File: src/rtl/irq_timer_pkg.sv
package irq_timer_pkg;
  localparam int unsigned CNT_W  = 16;
  localparam int unsigned BYTE_W = 8;
  localparam int unsigned IEN_BIT = 7;
  localparam int unsigned CEN_BIT = 0;

  typedef struct packed {
    logic irq_en;
    logic cnt_en;
  } timer_ctrl_t;
endpackage

File: src/rtl/irq_timer_rst_sync.sv
module irq_timer_rst_sync #(
  parameter int unsigned STAGES = 2
) (
  input  logic clk,
  input  logic rst_n,
  output logic rst_n_sync
);
  logic [STAGES-1:0] pipe_q;

  always_ff @(posedge clk or negedge rst_n) begin
    if (!rst_n) pipe_q <= '0;
    else        pipe_q <= {pipe_q[STAGES-2:0], 1'b1};
  end

  assign rst_n_sync = pipe_q[STAGES-1];
endmodule

File: src/rtl/irq_timer_ctrl.sv
module irq_timer_ctrl
  import irq_timer_pkg::*;
#(
  parameter int unsigned DATA_W = BYTE_W
) (
  input  logic              clk,
  input  logic              rst_n,
  input  logic              ctrl_we,
  input  logic [DATA_W-1:0] wdata,
  output timer_ctrl_t       ctrl_q
);
  timer_ctrl_t ctrl_d;

  always_comb begin
    ctrl_d = ctrl_q;
    if (ctrl_we) begin
      ctrl_d.irq_en = wdata[IEN_BIT];
      ctrl_d.cnt_en = wdata[CEN_BIT];
    end
  end

  always_ff @(posedge clk or negedge rst_n) begin
    if (!rst_n) ctrl_q <= '0;
    else        ctrl_q <= ctrl_d;
  end

  assert_ctrl_load_R1: assert property (@(posedge clk) disable iff (!rst_n)
    ctrl_we |=> (ctrl_q.irq_en == $past(wdata[IEN_BIT])) && (ctrl_q.cnt_en == $past(wdata[CEN_BIT])));
  assert_ctrl_hold_R1: assert property (@(posedge clk) disable iff (!rst_n)
    !ctrl_we |=> $stable(ctrl_q));
endmodule

File: src/rtl/irq_timer_counter.sv
module irq_timer_counter
  import irq_timer_pkg::*;
#(
  parameter int unsigned WIDTH  = CNT_W,
  parameter int unsigned LANE_W = BYTE_W
) (
  input  logic              clk,
  input  logic              rst_n,
  input  logic [WIDTH/LANE_W-1:0] lane_we,
  input  logic [LANE_W-1:0] wdata,
  input  logic              dec_req,
  output logic              wrap
);
  localparam int unsigned LANES = WIDTH / LANE_W;

  logic [WIDTH-1:0] cnt_q;
  logic [WIDTH-1:0] cnt_d;
  logic             any_we;
  logic             dec_go;

  assign any_we = |lane_we;
  assign dec_go = dec_req && !any_we;
  assign wrap   = dec_go && (cnt_q == '0);

  always_comb begin
    cnt_d = cnt_q;
    if (dec_go) cnt_d = cnt_q - 1'b1;
    for (int i = 0; i < LANES; i++) begin
      if (lane_we[i]) cnt_d[i*LANE_W +: LANE_W] = wdata;
    end
  end

  always_ff @(posedge clk or negedge rst_n) begin
    if (!rst_n) cnt_q <= '0;
    else        cnt_q <= cnt_d;
  end

  generate
    for (genvar g = 0; g < LANES; g++) begin : g_lane_chk
      assert_lane_untouched_R3: assert property (@(posedge clk) disable iff (!rst_n)
        (any_we && !lane_we[g]) |=> cnt_q[g*LANE_W +: LANE_W] == $past(cnt_q[g*LANE_W +: LANE_W]));
      assert_lane_loaded_R4: assert property (@(posedge clk) disable iff (!rst_n)
        lane_we[g] |=> cnt_q[g*LANE_W +: LANE_W] == $past(wdata));
    end
  endgenerate

  assert_idle_hold_R5: assert property (@(posedge clk) disable iff (!rst_n)
    (!dec_req && !any_we) |=> $stable(cnt_q));
  assert_step_down_R5: assert property (@(posedge clk) disable iff (!rst_n)
    (dec_req && !any_we) |=> cnt_q == $past(cnt_q) - 1'b1);
  assert_wrap_all_ones_R6: assert property (@(posedge clk) disable iff (!rst_n)
    wrap |=> &cnt_q);
endmodule

File: src/rtl/irq_timer_flag.sv
module irq_timer_flag (
  input  logic clk,
  input  logic rst_n,
  input  logic ack,
  input  logic wrap,
  input  logic irq_en,
  output logic irq
);
  logic irq_d;

  always_comb begin
    irq_d = irq;
    if (ack)       irq_d = 1'b0;
    else if (wrap) irq_d = irq_en;
  end

  always_ff @(posedge clk or negedge rst_n) begin
    if (!rst_n) irq <= 1'b0;
    else        irq <= irq_d;
  end

  assert_ack_drops_R2: assert property (@(posedge clk) disable iff (!rst_n)
    ack |=> !irq);
  assert_wrap_follows_en_R6: assert property (@(posedge clk) disable iff (!rst_n)
    (wrap && !ack) |=> irq == $past(irq_en));
  assert_quiet_hold_R7: assert property (@(posedge clk) disable iff (!rst_n)
    (!wrap && !ack) |=> $stable(irq));
endmodule

File: src/rtl/irq_down_timer.sv
module irq_down_timer
  import irq_timer_pkg::*;
(
  input  logic       clk,
  input  logic       rst_n,
  input  logic       ctrl_we,
  input  logic       lo_we,
  input  logic       hi_we,
  input  logic [7:0] wdata,
  input  logic       cpu_tick,
  output logic       irq
);
  localparam int unsigned LANES = CNT_W / BYTE_W;

  logic             rst_n_sync;
  timer_ctrl_t      ctrl_q;
  logic [LANES-1:0] lane_we;
  logic             wrap;
  logic             ack;

  irq_timer_rst_sync #(.STAGES(2)) u_rst (
    .clk        (clk),
    .rst_n      (rst_n),
    .rst_n_sync (rst_n_sync)
  );

  irq_timer_ctrl #(.DATA_W(BYTE_W)) u_ctrl (
    .clk     (clk),
    .rst_n   (rst_n_sync),
    .ctrl_we (ctrl_we),
    .wdata   (wdata),
    .ctrl_q  (ctrl_q)
  );

  assign lane_we = {hi_we, lo_we};
  assign ack     = ctrl_we && !wdata[IEN_BIT];

  irq_timer_counter #(.WIDTH(CNT_W), .LANE_W(BYTE_W)) u_cnt (
    .clk     (clk),
    .rst_n   (rst_n_sync),
    .lane_we (lane_we),
    .wdata   (wdata),
    .dec_req (ctrl_q.cnt_en && cpu_tick),
    .wrap    (wrap)
  );

  irq_timer_flag u_flag (
    .clk    (clk),
    .rst_n  (rst_n_sync),
    .ack    (ack),
    .wrap   (wrap),
    .irq_en (ctrl_q.irq_en),
    .irq    (irq)
  );

  assert_rise_needs_wrap_R6: assert property (@(posedge clk) disable iff (!rst_n_sync)
    $rose(irq) |-> $past(wrap));
  assert_no_wrap_on_write_R8: assert property (@(posedge clk) disable iff (!rst_n_sync)
    (lo_we || hi_we) |-> !wrap);
  always_comb begin
    if (!rst_n) assert_reset_low_R9: assert (!irq);
  end
endmodule

File: config.mk
export PLATFORM = sky130hd
export DESIGN_NAME = irq_down_timer
export DESIGN_NICKNAME = d
export VERILOG_FILES = /design/src/rtl/irq_timer_pkg.sv /design/src/rtl/irq_timer_rst_sync.sv /design/src/rtl/irq_timer_ctrl.sv /design/src/rtl/irq_timer_counter.sv /design/src/rtl/irq_timer_flag.sv /design/src/rtl/irq_down_timer.sv
export SDC_FILE = /design/constraint.sdc
export NUM_CORES = 1
export LEC_CHECK = 0
export BUFFER_PORTS_ARGS = -buffer_cell sky130_fd_sc_hd__buf_2
export CAP_MARGIN = 20
export CORE_MARGIN = 5
export CORE_UTILIZATION = 55
export DETAILED_ROUTE_END_ITERATION = 10
export PLACE_DENSITY = 0.81
export SKIP_CTS_REPAIR_TIMING = 1
export SLEW_MARGIN = 20
export SYNTH_ARGS = -nofsm -noshare
export SYNTH_HDL_FRONTEND = slang
export SYNTH_SLANG_ARGS = --single-unit
File: constraint.sdc
create_clock -name clk -period 0.9 [get_ports clk]
set_input_delay 0.18 -clock clk [delete_from_list [all_inputs] [get_ports clk]]
set_output_delay 0.18 -clock clk [all_outputs]
set_load 0.1 [all_outputs]
==> out/results.ini <==
[die]
initial_core_util = 0.5791
pin_count = 15
die_area_um2 = 3075
rows = 16
die_h_um = 55.45
core_area_um2 = 1962
die_w_um = 55.45

[outcome]
status = complete, but fails checks
violations = negative setup slack

[cells_and_area]
layoutNonFillerInstCount = 193
num_antenna_cells = 0
areaGrowthSynthToFinish_pct = 46.48
fill_cells = 102
final_core_util = 0.8482
design_area_um2 = 1664
nets = 182
drive_gt1_frac = 0.4699

[placed_design]
dpl.hpwl_mm = 2.150
placed_area_um2 = 1481
dp.cells = 182
portBuffers = 14
pre_cts_slack_ps = -716.7
gp_congestion = 0.8115

[yosys]
synth_area_leader_cell = dfrtp_1
syn-num-nets = 132
ys_ff_latch = 21
syn_inst = 117
syn-cell-area_um2 = 1136
yosys-top-cells-area = dfrtp_1, nand2_1, o21ai_0
synth_cell_types = 32
yosys_warnings = 0
synth_top_cell_area_share = 0.4626
postSynthAreaPerCell_um2 = 9.710
ys_seq_area_frac = 0.4626

[cts]
htree_levels = 1
cts_tree = built
insertion_delay_ps = 300
cts_root_buf = clkbuf_4
cts_buffers = 3
cts.clk_slew.worst_paths_ps = 110
clock_sinks = 21
max-clock-path-buffers = 2

[global_routing]
grt_max_degree = 20
gr-total-overflow = 0
grt_pass1_wl_mm = 4.781
grt_pass1_vias = 1055
grtUsageTotal = 0.1896
antenna_found_initial = 0

[sta]
fin_crit_ps = 1634
skew_ps = 3.824
hold_ws_ps = 112.5
fmax_mhz = 611.9
final.setup.worst_slack_ps = -734.2
final.period_utilization = 1.816
rsz0062_at_grt = true
hold_violations = 0
slew_viol_final = 0
setup_viol = 18

[critical_path]
worstPathArrival_ps = 1830
worstPathMaxFanout = 4
start_kind = flip-flop
crit_path_end_kind = flip-flop
worstPathRequired_ps = 1100
crit_chain = nor4_4 -> buf_6 -> nand4_4 -> o31a_1 -> o31a_1
cp_common_cell = o31a_1
path_class = reg -> reg
slowest_delay_ps = 430
critPathSlowestCell = dfrtp_1

[power]
p_leak_nw = 0.7173
peakVddDrop_v = 0.001360
p_per_area_nw_per_um2 = 1344

[detailed_routing]
top_layer_used = met4
met3_length_um = 109
wl_met2_mm = 1.701
totalWireLength_mm = 3.250
route.detailed.drc = 0
dr_total_vias = 1086
drt_iter0_drc = 38
drtAntennaViolNets = 0
viasPerCell = 5.627
first_pass_iters = 4
wl_met1_mm = 1.367
wl_per_cell_um = 16.84

[run]
maxCapViolCount = 0

[hold_path]
hp-class = in -> reg

cells in the final DEF, fill, tap and decap left out, types with 2 or more instances in the layout:
| master | synthesis | final |
|---|---|---|
| nand3_4 | 0 | 2 |
| nor4_1 | 2 | 2 |
| nand4_1 | 4 | 4 |
| nor4_4 | 2 | 2 |
| dfrtp_2 | 0 | 2 |
| o21ai_0 | 11 | 2 |
| nand2_1 | 21 | 19 |
| buf_2 | 0 | 13 |
| o31a_1 | 2 | 2 |
| mux2_2 | 2 | 2 |
| buf_4 | 0 | 24 |
| clkbuf_4 | 0 | 3 |
| dfrtp_1 | 21 | 19 |
| xor2_1 | 5 | 4 |
| inv_2 | 0 | 2 |
| nor2_1 | 8 | 7 |
| a31oi_1 | 2 | 2 |
| o21ai_1 | 0 | 8 |
| buf_6 | 0 | 10 |
| nand2b_1 | 3 | 3 |
| o211ai_1 | 4 | 4 |
| or3_1 | 3 | 3 |
| and4bb_2 | 2 | 2 |
cells by family after synthesis:
group / count (synthesis) / share of synthesized area
AO/OA/AOI/OAI: 23 / 0.1322
XOR/XNOR: 6 / 0.04626
adder cells (fa/ha/maj): 1 / 0.01101
buffers and inverters: 7 / 0.02312
flip-flops: 21 / 0.4626
multiplexers: 3 / 0.02863
other: 1 / 0.003301
AND/OR/NAND/NOR: 55 / 0.2930
critical path: cells and delay by family, from the launching register on:
kind                   cells  cell delay (ps)
AND/OR/NAND/NOR            2              400
flip-flops                 1              430
buffers and inverters      1              160
AO/OA/AOI/OAI              2              540
cell type report:
class | instances | area [um^2] | area share
flip-flops and latches | 21 | 528.0 | 0.3173
well taps | 27 | 33.78 | 0.02030
clock buffers | 4 | 26.28 | 0.01579
multi-input cells | 89 | 676.9 | 0.4068
inverters | 3 | 11.26 | 0.006767
repair buffers | 49 | 387.9 | 0.2331
Yosys cell counts:
cell	number
nand4_1	4
o311ai_0	1
mux2_2	2
and4bb_2	2
nor4_4	2
nand3b_1	1
xnor2_1	1
nand4_4	1
nand2_1	21
clkbuf_1	4
o31a_1	2
conb_1	1
nor4_1	2
o211ai_1	4
a31o_2	1
inv_1	3
and3b_1	1
or2_2	1
ha_1	1
o21ai_0	11
nand3_1	4
nand2b_1	3
xor2_1	5
nor3_1	1
o41ai_1	1
nand4_2	1
dfrtp_1	21
o221ai_1	1
nor2_1	8
or3_1	3
mux2i_1	1
a31oi_1	2
sequential cells by signal (all words and copies together), names as in the netlist:
signal and cells:
u_cnt.cnt_q 16, u_ctrl.ctrl_q 2, u_rst.pipe_q 2, u_flag.irq 1
stage by stage:
step                setup TNS, ps  power (mW)
floorplan                   -7593       1.390
global placement            -8166       1.612
CTS                         -9528       2.092
global route               -10750       2.354
detailed placement          -8819       1.641
finish                      -9438       2.236
layer usage:
metal / vias to the layer above / GRT usage
met2: 33 / 0.3243
met1: 526 / 0.2305
met3: 9 / 0.02797
met5: - / 0
met4: 0 / 0.09375
li1: 518 / -
worst paths after layout:
kind / slack, ps / start / depth (start not counted) / end
worst max-delay path: -730 / u_cnt.cnt_q[5] / 5 / u_cnt.cnt_q[13]
worst min-delay path: 110 / wdata[4] / 3 / u_cnt.cnt_q[4]
worst max register to register: -730 / u_cnt.cnt_q[5] / 5 / u_cnt.cnt_q[13]
worst min register to register: 190 / u_rst.pipe_q[1] / 1 / u_cnt.cnt_q[6]
max in group asynchronous: 490 / u_rst.pipe_q[1] / 1 / u_flag.irq
min in group asynchronous: 170 / rst_n / 2 / u_rst.pipe_q[1]
power by group:
part	leakage, nW	switching (mW)	internal [mW]
Sequential	0.249	0.0856	1.03
Combinational	0.453	0.324	0.344
Clock	0.0150	0.282	0.173
Total	0.717	0.692	1.54
Note: power is estimated with default switching activity, not from simulation.
